<file path="src/rtl/rtc_pkg.sv">
// Shared defaults and types for the range translation cache.
// Assumes: consumers size their own storage from these defaults.
package rtc_pkg;
    parameter int unsigned RT_ENTRIES = 4;
    parameter int unsigned RT_VPN_W   = 36;
    parameter int unsigned RT_PERM_W  = 3;

    // Which event, if any, moves an entry to most-recent this cycle.
    typedef enum logic [1:0] {
        UPD_NONE = 2'd0,
        UPD_HIT  = 2'd1,
        UPD_FILL = 2'd2
    } rt_upd_t;
endpackage

</file>
<file path="src/rtl/rtc_bound_cmp.sv">
// Per-entry match and translation: bounds test plus offset add.
// Assumes: all values unsigned except the offset, which is two's complement
// and wraps modulo 2^VPN_W.
module rtc_bound_cmp #(
    parameter int unsigned VPN_W = 36
) (
    input  logic             ent_vld,
    input  logic [VPN_W-1:0] ent_lo,
    input  logic [VPN_W-1:0] ent_hi,
    input  logic [VPN_W-1:0] ent_off,
    input  logic [VPN_W-1:0] vpn,
    output logic             match,
    output logic [VPN_W-1:0] ppn_cand
);
    logic above_lo;
    logic below_hi;

    // Evaluate both window bounds and form the candidate translation.
    always_comb begin
        above_lo = (vpn >= ent_lo);
        below_hi = (vpn < ent_hi);
        match    = ent_vld && above_lo && below_hi;
        ppn_cand = vpn + ent_off;
    end
endmodule

</file>
<file path="src/rtl/rtc_first_hit.sv">
// Lowest-index priority selector over the per-entry match vector.
// Assumes: N >= 1; outputs are don't-care in value when any_hit is 0
// except that sel_oh is all zero.
module rtc_first_hit #(
    parameter int unsigned N     = 4,
    parameter int unsigned IDX_W = 2
) (
    input  logic [N-1:0]     hits,
    output logic [N-1:0]     sel_oh,
    output logic [IDX_W-1:0] sel_idx,
    output logic             any_hit
);
    // Isolate the lowest set bit and encode its position.
    always_comb begin
        sel_oh  = hits & ~(hits - N'(1));
        any_hit = |hits;
        sel_idx = '0;
        for (int i = N - 1; i >= 0; i--) begin
            if (hits[i]) sel_idx = IDX_W'(i);
        end
    end
endmodule

</file>
<file path="src/rtl/rtc_recency.sv">
// Age-based recency tracker and refill victim chooser.
// Ages form a permutation of 0..N-1 (0 = most recent). The victim is the
// lowest invalid entry, or the entry of age N-1 when all are valid.
// Assumes: touch_idx is meaningful only when upd_src is UPD_HIT.
module rtc_recency
    import rtc_pkg::*;
#(
    parameter int unsigned N     = 4,
    parameter int unsigned IDX_W = 2
) (
    input  logic             clk,
    input  logic             rst_n,
    input  logic [N-1:0]     vld_vec,
    input  rt_upd_t          upd_src,
    input  logic [IDX_W-1:0] touch_idx,
    output logic [IDX_W-1:0] victim_idx,
    output logic [N-1:0]     victim_oh
);
    logic [IDX_W-1:0] age_q [N];
    logic [IDX_W-1:0] tgt_idx;
    logic [IDX_W-1:0] tgt_age;
    logic             found_free;

    // Choose the refill target: first free slot, else the oldest entry.
    always_comb begin
        found_free = 1'b0;
        victim_idx = '0;
        for (int i = 0; i < N; i++) begin
            if (!vld_vec[i] && !found_free) begin
                victim_idx = IDX_W'(i);
                found_free = 1'b1;
            end
        end
        if (!found_free) begin
            for (int i = 0; i < N; i++) begin
                if (age_q[i] == IDX_W'(N - 1)) victim_idx = IDX_W'(i);
            end
        end
        victim_oh = '0;
        victim_oh[victim_idx] = 1'b1;
    end

    // Pick which entry becomes most recent and its current age.
    always_comb begin
        tgt_idx = (upd_src == UPD_FILL) ? victim_idx : touch_idx;
        tgt_age = age_q[tgt_idx];
    end

    // Age every entry younger than the touched one; touched becomes 0.
    always_ff @(posedge clk) begin
        if (!rst_n) begin
            for (int i = 0; i < N; i++) age_q[i] <= IDX_W'(i);
        end else if (upd_src != UPD_NONE) begin
            for (int i = 0; i < N; i++) begin
                if (IDX_W'(i) == tgt_idx)  age_q[i] <= '0;
                else if (age_q[i] < tgt_age) age_q[i] <= age_q[i] + IDX_W'(1);
            end
        end
    end
endmodule

</file>
<file path="src/rtl/range_xlat_cache.sv">
// Fully associative range translation cache, top level.
// Holds ENTRIES ranges [lo, hi) with an offset and permission each; all are
// compared in parallel, lowest index wins, result registered one cycle later.
// Assumes: software keeps valid ranges disjoint (overlap is resolved by
// index only); flush outranks refill; refill writes take effect next cycle.
module range_xlat_cache
    import rtc_pkg::*;
#(
    parameter int unsigned ENTRIES = RT_ENTRIES,
    parameter int unsigned VPN_W   = RT_VPN_W,
    parameter int unsigned PERM_W  = RT_PERM_W
) (
    input  logic              clk,
    input  logic              rst_n,
    input  logic              lk_valid,
    input  logic [VPN_W-1:0]  lk_vpn,
    input  logic              fill_valid,
    input  logic [VPN_W-1:0]  fill_base,
    input  logic [VPN_W-1:0]  fill_limit,
    input  logic [VPN_W-1:0]  fill_offset,
    input  logic [PERM_W-1:0] fill_perm,
    input  logic              flush,
    output logic              lk_hit,
    output logic [VPN_W-1:0]  lk_ppn,
    output logic [PERM_W-1:0] lk_perm
);
    localparam int unsigned IDX_W = (ENTRIES > 1) ? $clog2(ENTRIES) : 1;

    logic [ENTRIES-1:0] vld_q;
    logic [VPN_W-1:0]   lo_q   [ENTRIES];
    logic [VPN_W-1:0]   hi_q   [ENTRIES];
    logic [VPN_W-1:0]   off_q  [ENTRIES];
    logic [PERM_W-1:0]  perm_q [ENTRIES];

    logic [ENTRIES-1:0] hit_vec;
    logic [VPN_W-1:0]   ppn_cand [ENTRIES];
    logic [ENTRIES-1:0] sel_oh;
    logic [IDX_W-1:0]   sel_idx;
    logic               sel_any;
    logic [VPN_W-1:0]   ppn_mux;
    logic [PERM_W-1:0]  perm_mux;
    logic               fill_take;
    logic               lk_match;
    rt_upd_t            upd_src;
    logic [IDX_W-1:0]   victim_idx;
    logic [ENTRIES-1:0] victim_oh;

    // Per-entry comparators, one per slot.
    for (genvar g = 0; g < ENTRIES; g++) begin : g_cmp
        rtc_bound_cmp #(.VPN_W(VPN_W)) u_cmp (
            .ent_vld  (vld_q[g]),
            .ent_lo   (lo_q[g]),
            .ent_hi   (hi_q[g]),
            .ent_off  (off_q[g]),
            .vpn      (lk_vpn),
            .match    (hit_vec[g]),
            .ppn_cand (ppn_cand[g])
        );
    end

    rtc_first_hit #(.N(ENTRIES), .IDX_W(IDX_W)) u_first (
        .hits    (hit_vec),
        .sel_oh  (sel_oh),
        .sel_idx (sel_idx),
        .any_hit (sel_any)
    );

    // AND-OR mux of the winning entry's translation and permission.
    always_comb begin
        ppn_mux  = '0;
        perm_mux = '0;
        for (int i = 0; i < ENTRIES; i++) begin
            if (sel_oh[i]) begin
                ppn_mux  = ppn_mux | ppn_cand[i];
                perm_mux = perm_mux | perm_q[i];
            end
        end
    end

    // Decide which event updates recency this cycle.
    always_comb begin
        fill_take = fill_valid && !flush;
        lk_match  = lk_valid && sel_any;
        if (fill_take)     upd_src = UPD_FILL;
        else if (lk_match) upd_src = UPD_HIT;
        else               upd_src = UPD_NONE;
    end

    rtc_recency #(.N(ENTRIES), .IDX_W(IDX_W)) u_rec (
        .clk        (clk),
        .rst_n      (rst_n),
        .vld_vec    (vld_q),
        .upd_src    (upd_src),
        .touch_idx  (sel_idx),
        .victim_idx (victim_idx),
        .victim_oh  (victim_oh)
    );

    // Entry storage: flush clears all, else a refill writes the victim.
    always_ff @(posedge clk) begin
        if (!rst_n) begin
            vld_q <= '0;
            for (int i = 0; i < ENTRIES; i++) begin
                lo_q[i]   <= '0;
                hi_q[i]   <= '0;
                off_q[i]  <= '0;
                perm_q[i] <= '0;
            end
        end else if (flush) begin
            vld_q <= '0;
        end else if (fill_valid) begin
            vld_q[victim_idx]  <= 1'b1;
            lo_q[victim_idx]   <= fill_base;
            hi_q[victim_idx]   <= fill_limit;
            off_q[victim_idx]  <= fill_offset;
            perm_q[victim_idx] <= fill_perm;
        end
    end

    // Result register: zeroed on miss or idle cycle.
    always_ff @(posedge clk) begin
        if (!rst_n) begin
            lk_hit  <= 1'b0;
            lk_ppn  <= '0;
            lk_perm <= '0;
        end else begin
            lk_hit  <= lk_match;
            lk_ppn  <= lk_match ? ppn_mux : '0;
            lk_perm <= lk_match ? perm_mux : '0;
        end
    end
endmodule

</file>
<file path="config.mk">
export PLATFORM = sky130hd
export DESIGN_NAME = range_xlat_cache
export DESIGN_NICKNAME = d
export VERILOG_FILES = /design/src/rtl/rtc_pkg.sv /design/src/rtl/rtc_bound_cmp.sv /design/src/rtl/rtc_first_hit.sv /design/src/rtl/rtc_recency.sv /design/src/rtl/range_xlat_cache.sv
export SDC_FILE = /design/constraint.sdc
export NUM_CORES = 1
export LEC_CHECK = 0
export ABC_AREA = 0
export BUFFER_PORTS_ARGS = -buffer_cell sky130_fd_sc_hd__buf_2
export CAP_MARGIN = 20
export CORE_MARGIN = 5
export CORE_UTILIZATION = 40
export DETAILED_ROUTE_END_ITERATION = 8
export GPL_TIMING_DRIVEN = 0
export SETUP_SLACK_MARGIN = 0.02
export SYNTH_ARGS = -nofsm -noshare
export SYNTH_HDL_FRONTEND = slang
export SYNTH_HIERARCHICAL = 1
export SYNTH_SLANG_ARGS = --single-unit
</file>
<file path="constraint.sdc">
create_clock -name clk -period 17.7 [get_ports clk]
set_clock_uncertainty 0.05 [all_clocks]
set_input_delay 1.77 -clock clk [delete_from_list [all_inputs] [get_ports clk]]
set_output_delay 1.77 -clock clk [all_outputs]
set_load 0.05 [all_outputs]
</file>
==> results.tsv, run 1 <==
stage	metric	value	unit
timing	Final Max Tran Viols	0	
floorplan	Core Footprint	0.08675	mm2
clocking	H-tree lvl count	2	
timing	slew margin rel.	25.12	%
yosys	warnings from Yosys	6	
drt	Final ANT Viol Nets	0	
power_and_ir_drop	Pleak	17.17	nW
drt	1st-iter DRT viols	1946	
power_and_ir_drop	maximum vdd ir drop	0.07507	mV
cells_and_area	layout cell share with drive strength beyond 1	14.25	%
setup_path	CP endpoint kind	register	
clocking	CTS Buffer Depth	3	
timing	final period utilization	41.37	%
setup_path	Crit path required time	18.16	ns
clocking	Skew-Pair Late Insertion Delay	0.66	ns
setup_path	critical path arrival	7.78	ns
setup_path	crit path max fanout	12	
yosys	syn_nets	4009	
clocking	CTS Hold Bufs	0	
timing	Worst-Margin Slew	1.123	ns
drt	DR DRC count	0	
clocking	clk sinks	496	
placed_design	GP Congestion	0.9129	
global_routing	antenna violations before repair	3	
global_routing	first-pass GRT wire length	167600	um
timing	# setup viols final	0	
timing	endpoints failing hold	0	
power_and_ir_drop	Tot Pwr	3.177	mW
clocking	CTS Buf Count	58	
floorplan	Site Rows	108	
global_routing	grt total ovfl	0	
floorplan	Initial Utilization	40.30	%
power_and_ir_drop	pwr dens	80.03	mW/mm2
drt	vias post-DR	27270	
floorplan	IO Pins	192	
drt	met3 wire length	6406	um
drt	met1 wire length	48630	um
clocking	# resized after CTS	0	
global_routing	Total GRT Usage	23.36	%
timing	min Tclk post-route	7.322	ns
timing	RSZ-0062 raised after global routing	false	
drt	WL/cell	22.94	um
timing	Max Freq	136.6	MHz
drt	DR top layer	met4	
global_routing	vias in the first global route	27290	
clocking	root buffer cell	clkbuf_16	
drt	first-pass iteration count of the detailed router	5	
floorplan	Die ar.	0.09341	mm2
floorplan	DIE HEIGHT	305.6	um
clocking	Setup Buffers After CTS	0	
drt	vias per cell	5.567	
clocking	clk slew on worst S/H paths	0.06	ns
placed_design	Detail Placement HPWL	88870	um
cells_and_area	Area Overhead vs Synth	13.54	%
clocking	TritonCTS clock tree	yes	
global_routing	largest net degree at the start of global routing	44	
setup_path	critical path type	in2reg	
yosys	Avg Cell Area, Syn	10.21	um2
min_path	Hold WC Path Type	reg2reg	
status	outcome	completed	
drt	DRT Wirelength	112400	um
setup_path	type of origin of the critical path	input pin	
floorplan	Die X	305.6	um
yosys	Synth Cell Area	0.03496	mm2
drt	met2 WL	52950	um
cells_and_area	Finished Core Util	45.76	%
placed_design	Buffers on Ports	191	
timing	setup TNS	0	ns
yosys	Post-Syn Instances	3425	
cells_and_area	number of nets in the layout	4278	
job	max cap viols	0	
flip-flops by register name, indices dropped and copies added (netlist names):
name         flops
lk_perm          3
off_q          144
hi_q           144
lk_ppn          36
u_rec/age_q      8
perm_q          12
vld_q            4
lk_hit           1
lo_q           144
cells in the final DEF, fill, tap and decap left out, types with 13 or more instances in the layout:
master,n
nand4_1,53
xnor2_1,81
clkinv_1,16
o211ai_1,25
buf_2,215
clkbuf_16,58
and3_1,47
nor2_1,170
a22oi_1,80
dfxtp_1,44
and2_1,96
nor3_1,125
inv_1,442
nand3_1,57
nand2b_1,29
clkbuf_1,81
o21ai_1,13
a21o_1,176
clkinv_2,13
nand4b_1,37
edfxtp_1,452
o21bai_1,23
nor3_2,124
o21ai_0,72
buf_6,21
o31ai_1,14
ha_1,428
o21a_1,19
xor2_1,49
a31oi_1,23
nand2_1,104
nor2b_1,33
a211oi_1,14
a21oi_1,260
report_power, final:
group | total, mW | internal (mW) | switching (mW)
logic | 0.629 | 0.236 | 0.393
clock network | 1.20 | 0.687 | 0.515
registers | 1.35 | 1.33 | 0.0165
total | 3.18 | 2.25 | 0.924
worst max-delay path: stages:
cell and delay, ns:
buf_2 0.26, inv_1 0.08, ha_1 0.27, nand2b_1 0.10, a21o_1 0.13, a211oi_1 0.10
o31ai_1 0.47, nand3_1 0.13, a2111oi_0 0.89, o31ai_1 0.39, a21oi_1 0.44, nor3b_1 0.94
clkbuf_1 0.64, clkbuf_1 0.58, a22oi_1 0.24, a21oi_1 0.33
cell type report:
type / count / area (um2)
diodes: 3 / 7.507
plain buffers: 129 / 685.7
clock buffers: 67 / 1485
clock inverters: 40 / 390.4
fillers: 8215 / 47060
inverters: 442 / 1659
multi-input cells: 2358 / 18210
flip-flops and latches: 496 / 14450
well taps: 1155 / 1445
repair buffers: 209 / 1360
metrics by stage:
step	instance area [um2]	setup slack [ns]	instances	hold slack, ns
floorplan	34960	6.620	3425	0.4253
global placement	37360	1.186	4771	0.4721
detailed placement	37810	10.01	4789	0.4818
CTS	39690	10.64	4896	0.4914
global route	39690	10.43	4897	0.5482
finish	39690	10.38	4899	0.4894
final timing paths:
check        startpoint          to  slack (ns)  cells past startpoint
max           lk_vpn[0]  lk_ppn[27]       10.38                     16
min            vld_q[2]    vld_q[2]        0.49                      2
max reg2reg  lo_q[2][0]  lk_ppn[27]       11.45                     14
min reg2reg    vld_q[2]    vld_q[2]        0.49                      2
routing by layer:
| metal | GRT usage [%] | vias up |
|---|---|---|
| met3 | 2.742 | 181 |
| met2 | 39.68 | 863 |
| met4 | 8.320 | 0 |
| met1 | 31.00 | 13140 |
| li1 | - | 13090 |
| met5 | 0 | - |
Power figures use the tool's default switching activity.
==> run 2, diff against run 1 <==
Settings changed: ABC_AREA 0 to 1.
Clock period 17.7 ns to 6.1 ns, I/O delays scaled along.
==> results.tsv, run 2 <==
stage	metric	value	unit	change
status	outcome	completed		unchanged
setup_path	CP max stage delay	0.48	ns	was 0.94 ns
drt	vias per cell	4.974		was 5.567
placed_design	GP Congestion	0.9904		was 0.9129
clocking	CTS Buf Count	61		was 58
setup_path	Crit path required time	6.43	ns	was 18.16 ns
global_routing	vias in the first global route	31870		was 27290
cells_and_area	layout cell share with drive strength beyond 1	9.552	%	was 14.25%
cells_and_area	number of nets in the layout	5820		was 4278
timing	Max Freq	228.8	MHz	
timing	Worst-Margin Slew	1.130	ns	was 1.123 ns
timing	endpoints failing hold	0		unchanged
global_routing	grt total ovfl	0		unchanged
setup_path	CP max stage cell	nor2_1		was nor3b_1
cells_and_area	commonest cells after routing, fill and taps aside	nand2_1, inv_1, nor2_1		was edfxtp_1, inv_1, ha_1
drt	WL/cell	20.03	um	was 22.94 um
cells_and_area	Antenna Cells	0		was 3
clocking	CTS Buffer Depth	3		unchanged
yosys	syn_nets	5556		was 4009
min_path	Hold WC Path Type	in2reg		was reg2reg
timing	setup TNS	0	ns	unchanged
min_path	min-delay src	fill_base[7]		was vld_q[2]
power_and_ir_drop	pwr dens	231.1	mW/mm2	was 80.03 mW/mm2
setup_path	worst r2r dst	u_rec/age_q[1][1]		was lk_ppn[27]
floorplan	Site Rows	111		was 108
power_and_ir_drop	Pleak	21.61	nW	was 17.17 nW
cells_and_area	Multi-input gate area	0.01876	mm2	was 0.01821 mm2
setup_path	critical path type	in2reg		unchanged
timing	min Tclk post-route	4.370	ns	
global_routing	largest net degree at the start of global routing	59		was 44
drt	DRT Wirelength	130800	um	was 112400 um
clocking	Skew-Pair Late Insertion Delay	0.68	ns	was 0.66 ns
clocking	TritonCTS clock tree	yes		unchanged
placed_design	Detail Placement HPWL	105900	um	was 88870 um
floorplan	Die X	314.5	um	was 305.6 um
yosys	Avg Cell Area, Syn	7.459	um2	was 10.21 um2
setup_path	type of origin of the critical path	input pin		unchanged
drt	1st-iter DRT viols	2507		was 1946
floorplan	IO Pins	192		unchanged
job	max cap viols	0		unchanged
clocking	root buffer cell	clkbuf_16		unchanged
cells_and_area	commonest non-fill, non-tap cell in the layout	nand2_1		was edfxtp_1
clocking	# resized after CTS	0		unchanged
setup_path	crit path max fanout	12		unchanged
setup_path	critical path arrival	4.70	ns	was 7.78 ns
yosys	Synth Cell Area	0.03709	mm2	was 0.03496 mm2
setup_path	r2r setup slk	1.74	ns	was 11.45 ns
placed_design	Inst Count DP	6416		was 4789
min_path	Hold Path End	lo_q[0][7]		was vld_q[2]
floorplan	Die ar.	0.09891	mm2	was 0.09341 mm2
placed_design	DP Worst Slack	1.127	ns	was 10.01 ns
cells_and_area	register area	0.01445	mm2	unchanged
setup_path	Most common cell on crit path	nand2_1		
timing	final period utilization	71.64	%	
drt	first-pass iteration count of the detailed router	5		unchanged
yosys	warnings from Yosys	6		unchanged
timing	# setup viols final	0		unchanged
clocking	Setup Buffers After CTS	0		unchanged
cells_and_area	# fillers	9422		was 8215
floorplan	Initial Utilization	40.40	%	was 40.30%
clocking	H-tree lvl count	2		unchanged
timing	RSZ-0062 raised after global routing	false		unchanged
setup_path	Worst R2R Path Depth	27		was 14
min_path	Hold Path Depth	3		was 2
clocking	clk sinks	496		unchanged
setup_path	Critical path origin	lk_vpn[7]		was lk_vpn[0]
global_routing	first-pass GRT wire length	191600	um	was 167600 um
drt	vias post-DR	32480		was 27270
setup_path	Critical R2R Launch	hi_q[0][7]		was lo_q[2][0]
placed_design	Buffers on Ports	190		was 191
setup_path	CP endpoint kind	register		unchanged
floorplan	Core Footprint	0.09180	mm2	was 0.08675 mm2
drt	DR DRC count	0		unchanged
global_routing	antenna violations before repair	0		was 3
timing	Final Max Tran Viols	0		unchanged
drt	Final ANT Viol Nets	0		unchanged
cells_and_area	Finished Core Util	45.73	%	was 45.76%
cells_and_area	Area Overhead vs Synth	13.19	%	was 13.54%
power_and_ir_drop	maximum vdd ir drop	0.2196	mV	was 0.07507 mV
timing	Setup WS post-layout	1.730	ns	was 10.38 ns
setup_path	Buf/Inv on CP	5		was 4
cells_and_area	Layout Cells excl Fill	6530		was 4899
floorplan	DIE HEIGHT	314.5	um	was 305.6 um
setup_path	Top delay family on crit path	simple AND/OR/NAND/NOR gates		was compound AO/OA/AOI/OAI gates
clocking	clk slew on worst S/H paths	0.06	ns	about the same
yosys	Post-Syn Instances	4972		was 3425
global_routing	Total GRT Usage	25.84	%	was 23.36%
cells_and_area	top flop regs	hi_q (144), lo_q (144), off_q (144)		unchanged
timing	slew margin rel.	24.65	%	was 25.12%
clocking	CTS Hold Bufs	0		unchanged
==> run 2: cell type report <==
type | count | area share, %
multi-input cells | 3453 | 44.69
flip-flops and latches | 496 | 34.43
inverters | 944 | 8.440
clock buffers | 68 | 3.749
well taps | 1243 | 3.705
repair buffers | 201 | 2.879
clock inverters | 46 | 1.234
plain buffers | 79 | 0.8703
==> run 2: worst max path at each step <==
stage,to,slack [ns],depth (start not counted)
after detailed placement,u_rec/age_q[1][1],1.13,27
after global placement,lo_q[0][7],-1.42,12
after floorplan,hi_q[2][0],1.42,10
after global routing,u_rec/age_q[1][1],1.48,27
final,u_rec/age_q[1][1],1.73,27
after CTS,u_rec/age_q[1][1],1.78,27
==> run 2: worst register-to-register path: stages, from the launching register on <==
cell and delay [ns]:
edfxtp_1 0.37, inv_1 0.07, ha_1 0.24, nand2_1 0.11
inv_1 0.04, nand2_1 0.05, nand2_1 0.08, nand2_1 0.07
nand2_1 0.07, nand2_1 0.08, nand4_1 0.30, nand2_1 0.16
nand2_1 0.12, nor2_1 0.48, inv_2 0.13, nand3_1 0.16
nand2_1 0.06, nor2_1 0.23, nor2_4 0.08, or2_2 0.30
o21ai_4 0.14, inv_2 0.15, nand3_2 0.15, nand3_1 0.09
nand2_1 0.08, inv_2 0.04, nand2_2 0.06, nand3_1 0.11
==> run 2: routing by layer <==
metal	wire length, um	GRT usage, %	up-vias
met5	0	0	-
met3	6508	2.758	225
met4	4953	8.716	0
li1	-	-	16270
met2	63970	46.08	862
met1	55390	32.71	15130
==> run 2: power by group <==
part | internal [mW] | switching, mW | total [mW]
Clock | 2.24 | 1.59 | 3.84
Sequential | 3.86 | 0.0523 | 3.92
Combinational | 0.606 | 1.34 | 1.95
==> run 2: per-stage QoR <==
| step | hold slack [ns] | power, mW | instance area [um2] |
|---|---|---|---|
| global placement | 0.4280 | 5.899 | 39600 |
| CTS | 0.1568 | 9.766 | 41980 |
| global route | 0.1805 | 10.15 | 41980 |
| floorplan | 0.3937 | 5.223 | 37100 |
| detailed placement | 0.4389 | 5.917 | 39890 |
| finish | 0.1961 | 9.704 | 41980 |
